File: config.mk
export PLATFORM = sky130hd
export DESIGN_NAME = bw_alu
export DESIGN_NICKNAME = d
export VERILOG_FILES = /design/src/rtl/bwalu_pkg.sv /design/src/rtl/bwalu_addsub.sv /design/src/rtl/bwalu_logic.sv /design/src/rtl/bwalu_status.sv /design/src/rtl/bw_alu.sv
export SDC_FILE = /design/constraint.sdc
export NUM_CORES = 1
export LEC_CHECK = 0
export ABC_AREA = 1
export ABC_CLOCK_PERIOD_IN_PS = 800
export BUFFER_PORTS_ARGS = -buffer_cell sky130_fd_sc_hd__clkbuf_2
export CAP_MARGIN = 20
export CELL_PAD_IN_SITES_DETAIL_PLACEMENT = 1
export CELL_PAD_IN_SITES_GLOBAL_PLACEMENT = 1
export CORE_MARGIN = 3
export CORE_UTILIZATION = 40
export CTS_BUF_LIST = sky130_fd_sc_hd__clkbuf_4 sky130_fd_sc_hd__clkbuf_8 sky130_fd_sc_hd__clkbuf_16
export CTS_CLUSTER_SIZE = 30
export DETAILED_ROUTE_END_ITERATION = 6
export GPL_ROUTABILITY_DRIVEN = 1
export PLACE_DENSITY = 0.82
export SLEW_MARGIN = 20
export SYNTH_ARGS = -nofsm -noshare
export SYNTH_HDL_FRONTEND = slang
export SYNTH_SLANG_ARGS = --single-unit
File: constraint.sdc
create_clock -name clk -period 0.8 [get_ports clk]
set_input_delay 0 -clock clk [delete_from_list [all_inputs] [get_ports clk]]
set_output_delay 0 -clock clk [all_outputs]
set_load 0.1 [all_outputs]
File: src/rtl/bwalu_pkg.sv
package bwalu_pkg;

  typedef enum logic [3:0] {
    OP_ADD  = 4'd0,
    OP_ADC  = 4'd1,
    OP_SUB  = 4'd2,
    OP_SBB  = 4'd3,
    OP_INC  = 4'd4,
    OP_DEC  = 4'd5,
    OP_AND  = 4'd6,
    OP_OR   = 4'd7,
    OP_XOR  = 4'd8,
    OP_NOT  = 4'd9,
    OP_NEG  = 4'd10,
    OP_CMP  = 4'd11,
    OP_TEST = 4'd12
  } alu_op_e;

  // packed with carry in bit 0, overflow in bit 5
  typedef struct packed {
    logic ovf;
    logic sgn;
    logic zro;
    logic aux;
    logic par;
    logic cry;
  } alu_flags_t;

  typedef enum logic [1:0] {
    LG_AND,
    LG_OR,
    LG_XOR,
    LG_INV
  } logic_sel_e;

  typedef enum logic [1:0] {
    FC_HOLD,   // no status change
    FC_ARITH,  // all six bits
    FC_KEEPC,  // all but carry
    FC_LOGIC   // carry/ovf cleared, aux kept
  } flag_class_e;

endpackage

File: src/rtl/bwalu_addsub.sv
module bwalu_addsub #(
  parameter int W  = 16,
  parameter int NW = 8
) (
  input  logic [W-1:0] a_i,
  input  logic [W-1:0] b_i,
  input  logic         sub_i,
  input  logic         cin_i,
  input  logic         narrow_i,
  output logic [W-1:0] sum_o,
  output logic         carry_o,
  output logic         aux_o,
  output logic         ovf_o
);
  localparam int MSB  = W - 1;
  localparam int NMSB = NW - 1;
  localparam int HB   = 4;

  logic [W-1:0] mask, a_m, b_m, b_eff;
  logic [W:0]   raw;
  logic         cin_eff, cout, c_half, a_top, b_top, s_top;

  always_comb begin
    mask    = narrow_i ? {{(W-NW){1'b0}}, {NW{1'b1}}} : {W{1'b1}};
    a_m     = a_i & mask;
    b_m     = b_i & mask;
    b_eff   = (sub_i ? ~b_m : b_m) & mask;
    cin_eff = sub_i ? ~cin_i : cin_i;
    raw     = {1'b0, a_m} + {1'b0, b_eff} + {{W{1'b0}}, cin_eff};
    sum_o   = raw[W-1:0] & mask;
    cout    = narrow_i ? raw[NW] : raw[W];
    c_half  = a_m[HB] ^ b_eff[HB] ^ raw[HB];
    carry_o = cout ^ sub_i;
    aux_o   = c_half ^ sub_i;
    a_top   = narrow_i ? a_m[NMSB]   : a_m[MSB];
    b_top   = narrow_i ? b_eff[NMSB] : b_eff[MSB];
    s_top   = narrow_i ? raw[NMSB]   : raw[MSB];
    ovf_o   = (a_top == b_top) && (s_top != a_top);
  end
endmodule

File: src/rtl/bwalu_logic.sv
module bwalu_logic
  import bwalu_pkg::*;
#(
  parameter int W  = 16,
  parameter int NW = 8
) (
  input  logic [W-1:0] a_i,
  input  logic [W-1:0] b_i,
  input  logic_sel_e   sel_i,
  input  logic         narrow_i,
  output logic [W-1:0] res_o
);
  logic [W-1:0] mask, raw;

  always_comb begin
    mask = narrow_i ? {{(W-NW){1'b0}}, {NW{1'b1}}} : {W{1'b1}};
    unique case (sel_i)
      LG_AND:  raw = a_i & b_i;
      LG_OR:   raw = a_i | b_i;
      LG_XOR:  raw = a_i ^ b_i;
      default: raw = ~a_i;
    endcase
    res_o = raw & mask;
  end
endmodule

File: src/rtl/bwalu_status.sv
module bwalu_status #(
  parameter int W     = 16,
  parameter int NW    = 8,
  parameter int PAR_W = 8
) (
  input  logic [W-1:0] res_i,
  input  logic         narrow_i,
  output logic         par_o,
  output logic         zro_o,
  output logic         sgn_o
);
  logic [W-1:0] mask;
  logic [PAR_W-1:0] low;

  generate
    if (PAR_W <= W) begin : g_par_direct
      assign low = res_i[PAR_W-1:0];
    end else begin : g_par_pad
      assign low = {{(PAR_W-W){1'b0}}, res_i};
    end
  endgenerate

  always_comb begin
    mask  = narrow_i ? {{(W-NW){1'b0}}, {NW{1'b1}}} : {W{1'b1}};
    par_o = ~(^low);
    zro_o = ((res_i & mask) == '0);
    sgn_o = narrow_i ? res_i[NW-1] : res_i[W-1];
  end
endmodule

File: src/rtl/bw_alu.sv
module bw_alu
  import bwalu_pkg::*;
#(
  parameter int W     = 16,
  parameter int NW    = 8,
  parameter int PAR_W = 8
) (
  input  logic         clk,
  input  logic         rst_n,
  input  logic         in_valid,
  input  logic [3:0]   in_op,
  input  logic         in_byte,
  input  logic [W-1:0] in_dst,
  input  logic [W-1:0] in_src,
  input  logic [5:0]   in_flags,
  output logic         out_valid,
  output logic [W-1:0] out_result,
  output logic         out_wr,
  output logic [5:0]   out_flags
);
  localparam logic [W-1:0] ONE = {{(W-1){1'b0}}, 1'b1};

  alu_op_e     op;
  alu_flags_t  fin, fnext;
  flag_class_e fclass;
  logic_sel_e  lg_sel;
  logic [W-1:0] as_a, as_b, as_sum, lg_res, res;
  logic as_sub, as_cin, use_lg, wr;
  logic as_cry, as_aux, as_ovf, st_par, st_zro, st_sgn;

  assign op  = alu_op_e'(in_op);
  assign fin = alu_flags_t'(in_flags);

  // operation decode
  always_comb begin
    as_a   = in_dst;
    as_b   = in_src;
    as_sub = 1'b0;
    as_cin = 1'b0;
    lg_sel = LG_AND;
    use_lg = 1'b0;
    wr     = 1'b0;
    fclass = FC_HOLD;
    case (op)
      OP_ADD:  begin wr = 1'b1; fclass = FC_ARITH; end
      OP_ADC:  begin as_cin = fin.cry; wr = 1'b1; fclass = FC_ARITH; end
      OP_SUB:  begin as_sub = 1'b1; wr = 1'b1; fclass = FC_ARITH; end
      OP_SBB:  begin as_sub = 1'b1; as_cin = fin.cry; wr = 1'b1; fclass = FC_ARITH; end
      OP_CMP:  begin as_sub = 1'b1; fclass = FC_ARITH; end
      OP_INC:  begin as_b = ONE; wr = 1'b1; fclass = FC_KEEPC; end
      OP_DEC:  begin as_b = ONE; as_sub = 1'b1; wr = 1'b1; fclass = FC_KEEPC; end
      OP_NEG:  begin as_a = '0; as_b = in_dst; as_sub = 1'b1; wr = 1'b1; fclass = FC_ARITH; end
      OP_AND:  begin use_lg = 1'b1; lg_sel = LG_AND; wr = 1'b1; fclass = FC_LOGIC; end
      OP_OR:   begin use_lg = 1'b1; lg_sel = LG_OR;  wr = 1'b1; fclass = FC_LOGIC; end
      OP_XOR:  begin use_lg = 1'b1; lg_sel = LG_XOR; wr = 1'b1; fclass = FC_LOGIC; end
      OP_TEST: begin use_lg = 1'b1; lg_sel = LG_AND; fclass = FC_LOGIC; end
      OP_NOT:  begin use_lg = 1'b1; lg_sel = LG_INV; wr = 1'b1; fclass = FC_HOLD; end
      default: ;
    endcase
  end

  bwalu_addsub #(.W(W), .NW(NW)) u_addsub (
    .a_i(as_a), .b_i(as_b), .sub_i(as_sub), .cin_i(as_cin), .narrow_i(in_byte),
    .sum_o(as_sum), .carry_o(as_cry), .aux_o(as_aux), .ovf_o(as_ovf)
  );

  bwalu_logic #(.W(W), .NW(NW)) u_logic (
    .a_i(in_dst), .b_i(in_src), .sel_i(lg_sel), .narrow_i(in_byte), .res_o(lg_res)
  );

  assign res = use_lg ? lg_res : as_sum;

  bwalu_status #(.W(W), .NW(NW), .PAR_W(PAR_W)) u_status (
    .res_i(res), .narrow_i(in_byte), .par_o(st_par), .zro_o(st_zro), .sgn_o(st_sgn)
  );

  // flag merge per class
  always_comb begin
    fnext = fin;
    unique case (fclass)
      FC_ARITH: begin
        fnext.cry = as_cry; fnext.aux = as_aux; fnext.ovf = as_ovf;
        fnext.par = st_par; fnext.zro = st_zro; fnext.sgn = st_sgn;
      end
      FC_KEEPC: begin
        fnext.aux = as_aux; fnext.ovf = as_ovf;
        fnext.par = st_par; fnext.zro = st_zro; fnext.sgn = st_sgn;
      end
      FC_LOGIC: begin
        fnext.cry = 1'b0; fnext.ovf = 1'b0;
        fnext.par = st_par; fnext.zro = st_zro; fnext.sgn = st_sgn;
      end
      default: ;
    endcase
  end

  always_ff @(posedge clk or negedge rst_n) begin
    if (!rst_n) begin
      out_valid  <= 1'b0;
      out_wr     <= 1'b0;
      out_result <= '0;
      out_flags  <= '0;
    end else begin
      out_valid <= in_valid;
      out_wr    <= in_valid & wr;
      if (in_valid) begin
        out_result <= res;
        out_flags  <= fnext;
      end
    end
  end

  // ---------------- assertions ----------------
  assert_wr_needs_valid_R2: assert property (@(posedge clk) disable iff (!rst_n)
    out_wr |-> out_valid);

  assert_byte_upper_zero_R3: assert property (@(posedge clk) disable iff (!rst_n)
    (in_valid && in_byte) |=> (out_result[W-1:NW] == '0));

  assert_incdec_keep_carry_R9: assert property (@(posedge clk) disable iff (!rst_n)
    (in_valid && (op == OP_INC || op == OP_DEC)) |=> (out_flags[0] == $past(in_flags[0])));

  assert_logic_clears_R10: assert property (@(posedge clk) disable iff (!rst_n)
    (in_valid && (op == OP_AND || op == OP_OR || op == OP_XOR))
      |=> (!out_flags[0] && !out_flags[5] && out_flags[2] == $past(in_flags[2])));

  assert_invert_holds_flags_R11: assert property (@(posedge clk) disable iff (!rst_n)
    (in_valid && op == OP_NOT) |=> (out_flags == $past(in_flags)));

  assert_neg_carry_R12: assert property (@(posedge clk) disable iff (!rst_n)
    (in_valid && op == OP_NEG)
      |=> (out_flags[0] == $past(in_byte ? (in_dst[NW-1:0] != '0) : (in_dst != '0))));

  assert_flag_only_no_write_R13: assert property (@(posedge clk) disable iff (!rst_n)
    (in_valid && (op == OP_CMP || op == OP_TEST)) |=> !out_wr);

  assert_reserved_inert_R14: assert property (@(posedge clk) disable iff (!rst_n)
    (in_valid && in_op > 4'd12) |=> (!out_wr && out_flags == $past(in_flags)));

endmodule

==> impl_results.md, run 1 <==
- Async set-reset flop share out of synthesis: between 90% and 100%
- Post-synth EDFFs: 0
- Hold bufs inserted after CTS: 2
- # rows: 34
- Pre-CTS setup slack: -2.60 ns
- Share of the synthesized area in the top cell type: between 15 and 20%
- Postcts setup bufs: 52
- DP Cell Count: between 900 and 1000
- # clock sinks: 24
- Resize count post-CTS: roughly 220
- Flop and latch count out of synthesis: 24
- Synthesized area per cell: 6.32 µm²
- Outcome: stopped before the end
- Primary FF master, synth: dfrtp_1
- Synth warn: 0
- Post-synthesis net count: 704
- Post-synth top area cell: ha_1
- Die width: around 100 µm
- Cell Area, Synth: between 3000 and 4000 µm²
- HPWL after DPL: between 15000 and 20000 µm
- Buffers on Ports: between 60 and 70
- # H-tree levels: 1
- Number of top-level pins: 70
- Fail Step: clock tree synthesis
- Post-synthesis instance total: 602
- Post-synth cell types: between 40 and 50
- Initial cell density of the core: 42.4%
- Die height: approximately 100 µm
- Seq/Total Area, Yosys: 15.8%
- Commonest cells post-synth: 159 x nand2_1, 80 x inv_1, 54 x ha_1
- Clk buf depth: 2
- Top post-synthesis cells by area: ha_1 18%, dfrtp_1 16%, nand2_1 16%
- CTS Buf Count: 3
- Final Wtd Congestion: 0.960
- Most frequent cell after synthesis: nand2_1
- Err: [ERROR DPL-0033] detailed placement checks failed during check placement.
- Clock root buffer: clkbuf_8
-- cells by family after synthesis --
family | synth area share (%)
AO/OA/AOI/OAI | 18.3
XOR/XNOR | 3.45
adder cells (fa/ha/maj) | 18.8
buffers and inverters | 10.9
flip-flops | 15.8
AND/OR/NAND/NOR | 32.8
-- metrics by stage --
stage,util [%],cell area [µm²]
after floorplan,-,3900
after detailed placement,65.9,5920
after global placement,65.9,5920
==> inputs of run 2 (changes only) <==
--- a/config.mk
+++ b/config.mk
@@ -9,15 +9,11 @@
 export ABC_CLOCK_PERIOD_IN_PS = 800
 export BUFFER_PORTS_ARGS = -buffer_cell sky130_fd_sc_hd__clkbuf_2
 export CAP_MARGIN = 20
-export CELL_PAD_IN_SITES_DETAIL_PLACEMENT = 1
-export CELL_PAD_IN_SITES_GLOBAL_PLACEMENT = 1
 export CORE_MARGIN = 3
-export CORE_UTILIZATION = 40
-export CTS_BUF_LIST = sky130_fd_sc_hd__clkbuf_4 sky130_fd_sc_hd__clkbuf_8 sky130_fd_sc_hd__clkbuf_16
-export CTS_CLUSTER_SIZE = 30
+export CORE_UTILIZATION = 30
 export DETAILED_ROUTE_END_ITERATION = 6
 export GPL_ROUTABILITY_DRIVEN = 1
-export PLACE_DENSITY = 0.82
+export PLACE_DENSITY_LB_ADDON = 0.15
 export SLEW_MARGIN = 20
 export SYNTH_ARGS = -nofsm -noshare
 export SYNTH_HDL_FRONTEND = slang
==> impl_results.md, run 2 <==
- Outcome: complete, but fails checks
- Failing checks: setup timing
- GR Util All Layers: between 10% and 20%
- WP buf/inv: 5
- Number of vias per cell: slightly below 5
- Worst Setup End Kind: flip-flop
- Top post-synthesis cells by area: ha_1 18%, dfrtp_1 16%, nand2_1 16%
- Area of the multi-input gates: 3570 µm²
- Most frequent cell after synthesis: nand2_1
- # H-tree levels: 1
- Seq/Total Area, Yosys: about 16%
- Detailed Routing Iterations Pass 1: 5
- Area growth syn-to-layout: 87.0%
- Cell repeated most along the worst path: nand3_4
- Worst Hold Launch: in_flags[1]
- Die height: about 120 µm
- Commonest cells post-synth: 159 x nand2_1, 80 x inv_1, 54 x ha_1
- Synth warn: 0
- Clock root buffer: clkbuf_16
- PwrDens: between 1500 and 2000 nW/µm²
- Worst Hold End: out_flags[1]
- Post-synth cell types: 41
- Die area: between 10000 and 15000 µm²
- HPWL after DPL: 11800 µm
- Largest regs: out_result (16), out_flags (6)
- Diode count: 0
- Synthesized area per cell: 6.32 µm²
- Pins over their slew limit: 0
- Initial antenna violation count: 0
- Final Power: 11.6 mW
- Biggest register: out_result
- Initial cell density of the core: 31.2%
- Commonest non-fill, non-tap cells in the layout: 166 x buf_4, 112 x nand2_1, 77 x inv_1
- Share of the synthesized area in the top cell type: 17.8%
- Reg-to-reg critical path endpoint: out_flags[3]
- Wire per inst: 14.8 µm
- Share of cells above drive strength 1: between 50 and 60%
- Final Wtd Congestion: 0.916
- Initial DRC Count: ~290
- VDD IR-drop max: ~1.0 mV
- GR Overflow Total: 0
- Area of the core: around 12000 µm²
- Rel. slew slack: 65.8%
- CTS Buf Count: 3
- Largest register FFs: 16
- R2R cell count: 3
- Post-synth EDFFs: 0
- Post-synthesis instance total: 602
- Antenna Nets Post-Route: 0
- R2R Setup Slk: -0.03 ns
- CP max stage cell: ha_1
- Worst Setup Start Kind: input pin
- Number of top-level pins: 70
- Critical path required time: about 0.95 ns
- Crit path arrival time: 2.92 ns
- Largest delay share family, worst path: simple AND/OR/NAND/NOR gates
- Crit share post-route: 347%
- Largest net degree at the start of global routing: 40
- Least-Margin Pin Slew: 0.514 ns
- Clock Latency Late Sink: approximately 0.25 ns
- Final setup violation count: 46
- Setup TNS: -33.57 ns
- CP Max Fanout: 6
- Reg-to-Reg Start: out_flags[3]
- Commonest non-fill, non-tap cell in the layout: buf_4
- Residual DRC: 0
- Post-route minimum period: 2.77 ns
- Post-synth top area cell: ha_1
- Post-route setup slack: -1.97 ns
- FF+latch area: around 630 µm²
- Setup Skew: 0 ns
- Primary FF master, synth: dfrtp_1
- RSZ-0062 raised after global routing: true
- Delay of the slowest critical-path stage: 0.36 ns
- Flop and latch count out of synthesis: 24
- Die width: 119 µm
- # clock sinks: 24
- Buffers on Ports: 69
- # rows: 40
- CTS tree: yes
- Clk buf depth: 2
- Cell Area, Synth: ~3800 µm²
- Net count, final: 949
- Max-Cap Viols: 0
- First-pass GRT wire length: 22900 µm
- Fillers: around 1100
- Via count: about 5000
- Crit-path cells: buf_8, inv_8, nor2_4, nand3_4, nand2_4, buf_12, o22ai_4, xor2_1, ha_1, buf_6, nand3_4, nand3_4, buf_6, xor2_2, o21ai_2, ha_1, xor2_1, xnor2_1, nand2_1, o211ai_1, nand2_1
- Lkg Pwr: 3.64 nW
- Hold Fails Final Rpt: 0
- Core Util, Final: ~58%
- Async set-reset flop share out of synthesis: 100%
- Kind of critical path: in2reg
- Post-synthesis net count: 704
- Worst path depth: 21
- Final WL: 15000 µm
- Clock transition at path regs: 0.06 ns
- Worst hold path class: in2reg
- Hold Path Cell Cnt: 3
- Max Freq: 361 MHz
- Vias in the first global route: 4730
-- run 2: cell type report --
type,count,share of cell area (%)
multi-input cells,475,50.2
repair buffers,257,31.7
flip-flops and latches,24,8.85
inverters,86,4.78
well taps,168,2.95
clock buffers,3,1.06
clock inverters,1,0.422
-- run 2: worst max-delay path by stage --
stage	slack (ns)	end	startpoint
2_1_floorplan	-2.18	out_flags[1]	in_op[3]
6_report	-1.97	out_flags[1]	in_op[1]
3_5_place_dp	-2.34	out_flags[1]	in_op[1]
5_1_grt	-2.15	out_flags[1]	in_op[1]
3_3_place_gp	-2.28	out_flags[1]	in_op[1]
4_1_cts	-1.99	out_flags[1]	in_op[2]
-- run 2: cells by family (layout without fill, tap and decap cells) --
family | count (synthesis) | after routing | share of synthesized area, %
compound gates | 120 | 120 | 18.3
xor+xnor | 15 | 15 | 3.45
fa+ha+maj | 56 | 56 | 18.8
buf+inv | 103 | 347 | 10.9
flops | 24 | 24 | 15.8
simple gates | 284 | 284 | 32.8
-- run 2: layer usage --
metal  part of all wire, %  global-route usage, %  wire, µm
met4                   2.3                   5.29       342
met5                     0                      0         0
met1                    41                   24.0      6130
met3                   4.5                   1.24       676
met2                    52                   36.4      7850
-- run 2: through the flow --
stage / hold slack, ns / setup slack, ns / instances / cell area, µm²
4_1_cts: 0.0128 / -1.99 / 998 / 6550
6_report: 0.0198 / -1.97 / 1014 / 7110
3_3_place_gp: -0.00364 / -2.28 / 980 / 5920
5_1_grt: 0.0374 / -2.15 / 1014 / 7110
3_5_place_dp: -0.00291 / -2.34 / 980 / 5920
2_1_floorplan: -0.296 / -2.18 / 602 / 3900
-- run 2: worst min-delay path, stage by stage --
cell and delay [ns]:
clkbuf_2 0.11, o211ai_1 0.08, nand2_1 0.06
-- run 2: report_power, final --
group | switching [mW] | leakage [nW] | internal (mW) | total [mW]
sequential | 0.261 | 0.270 | 1.48 | 1.74
combinational | 4.74 | 3.32 | 3.76 | 8.50
clock | 0.403 | 0.0511 | 0.994 | 1.40
total | 5.40 | 3.64 | 6.24 | 11.6
-- run 2: timing repair --
action                                 4_1_cts  5_1_grt
hold buffers                                 1        0
pin swaps                                   42       81
resized for setup                          103      119
buffers inserted                            15       23
endpoints found under the hold margin       24        0
setup endpoints to repair                   46       46
No activity file was read; power rests on OpenSTA's default activity.
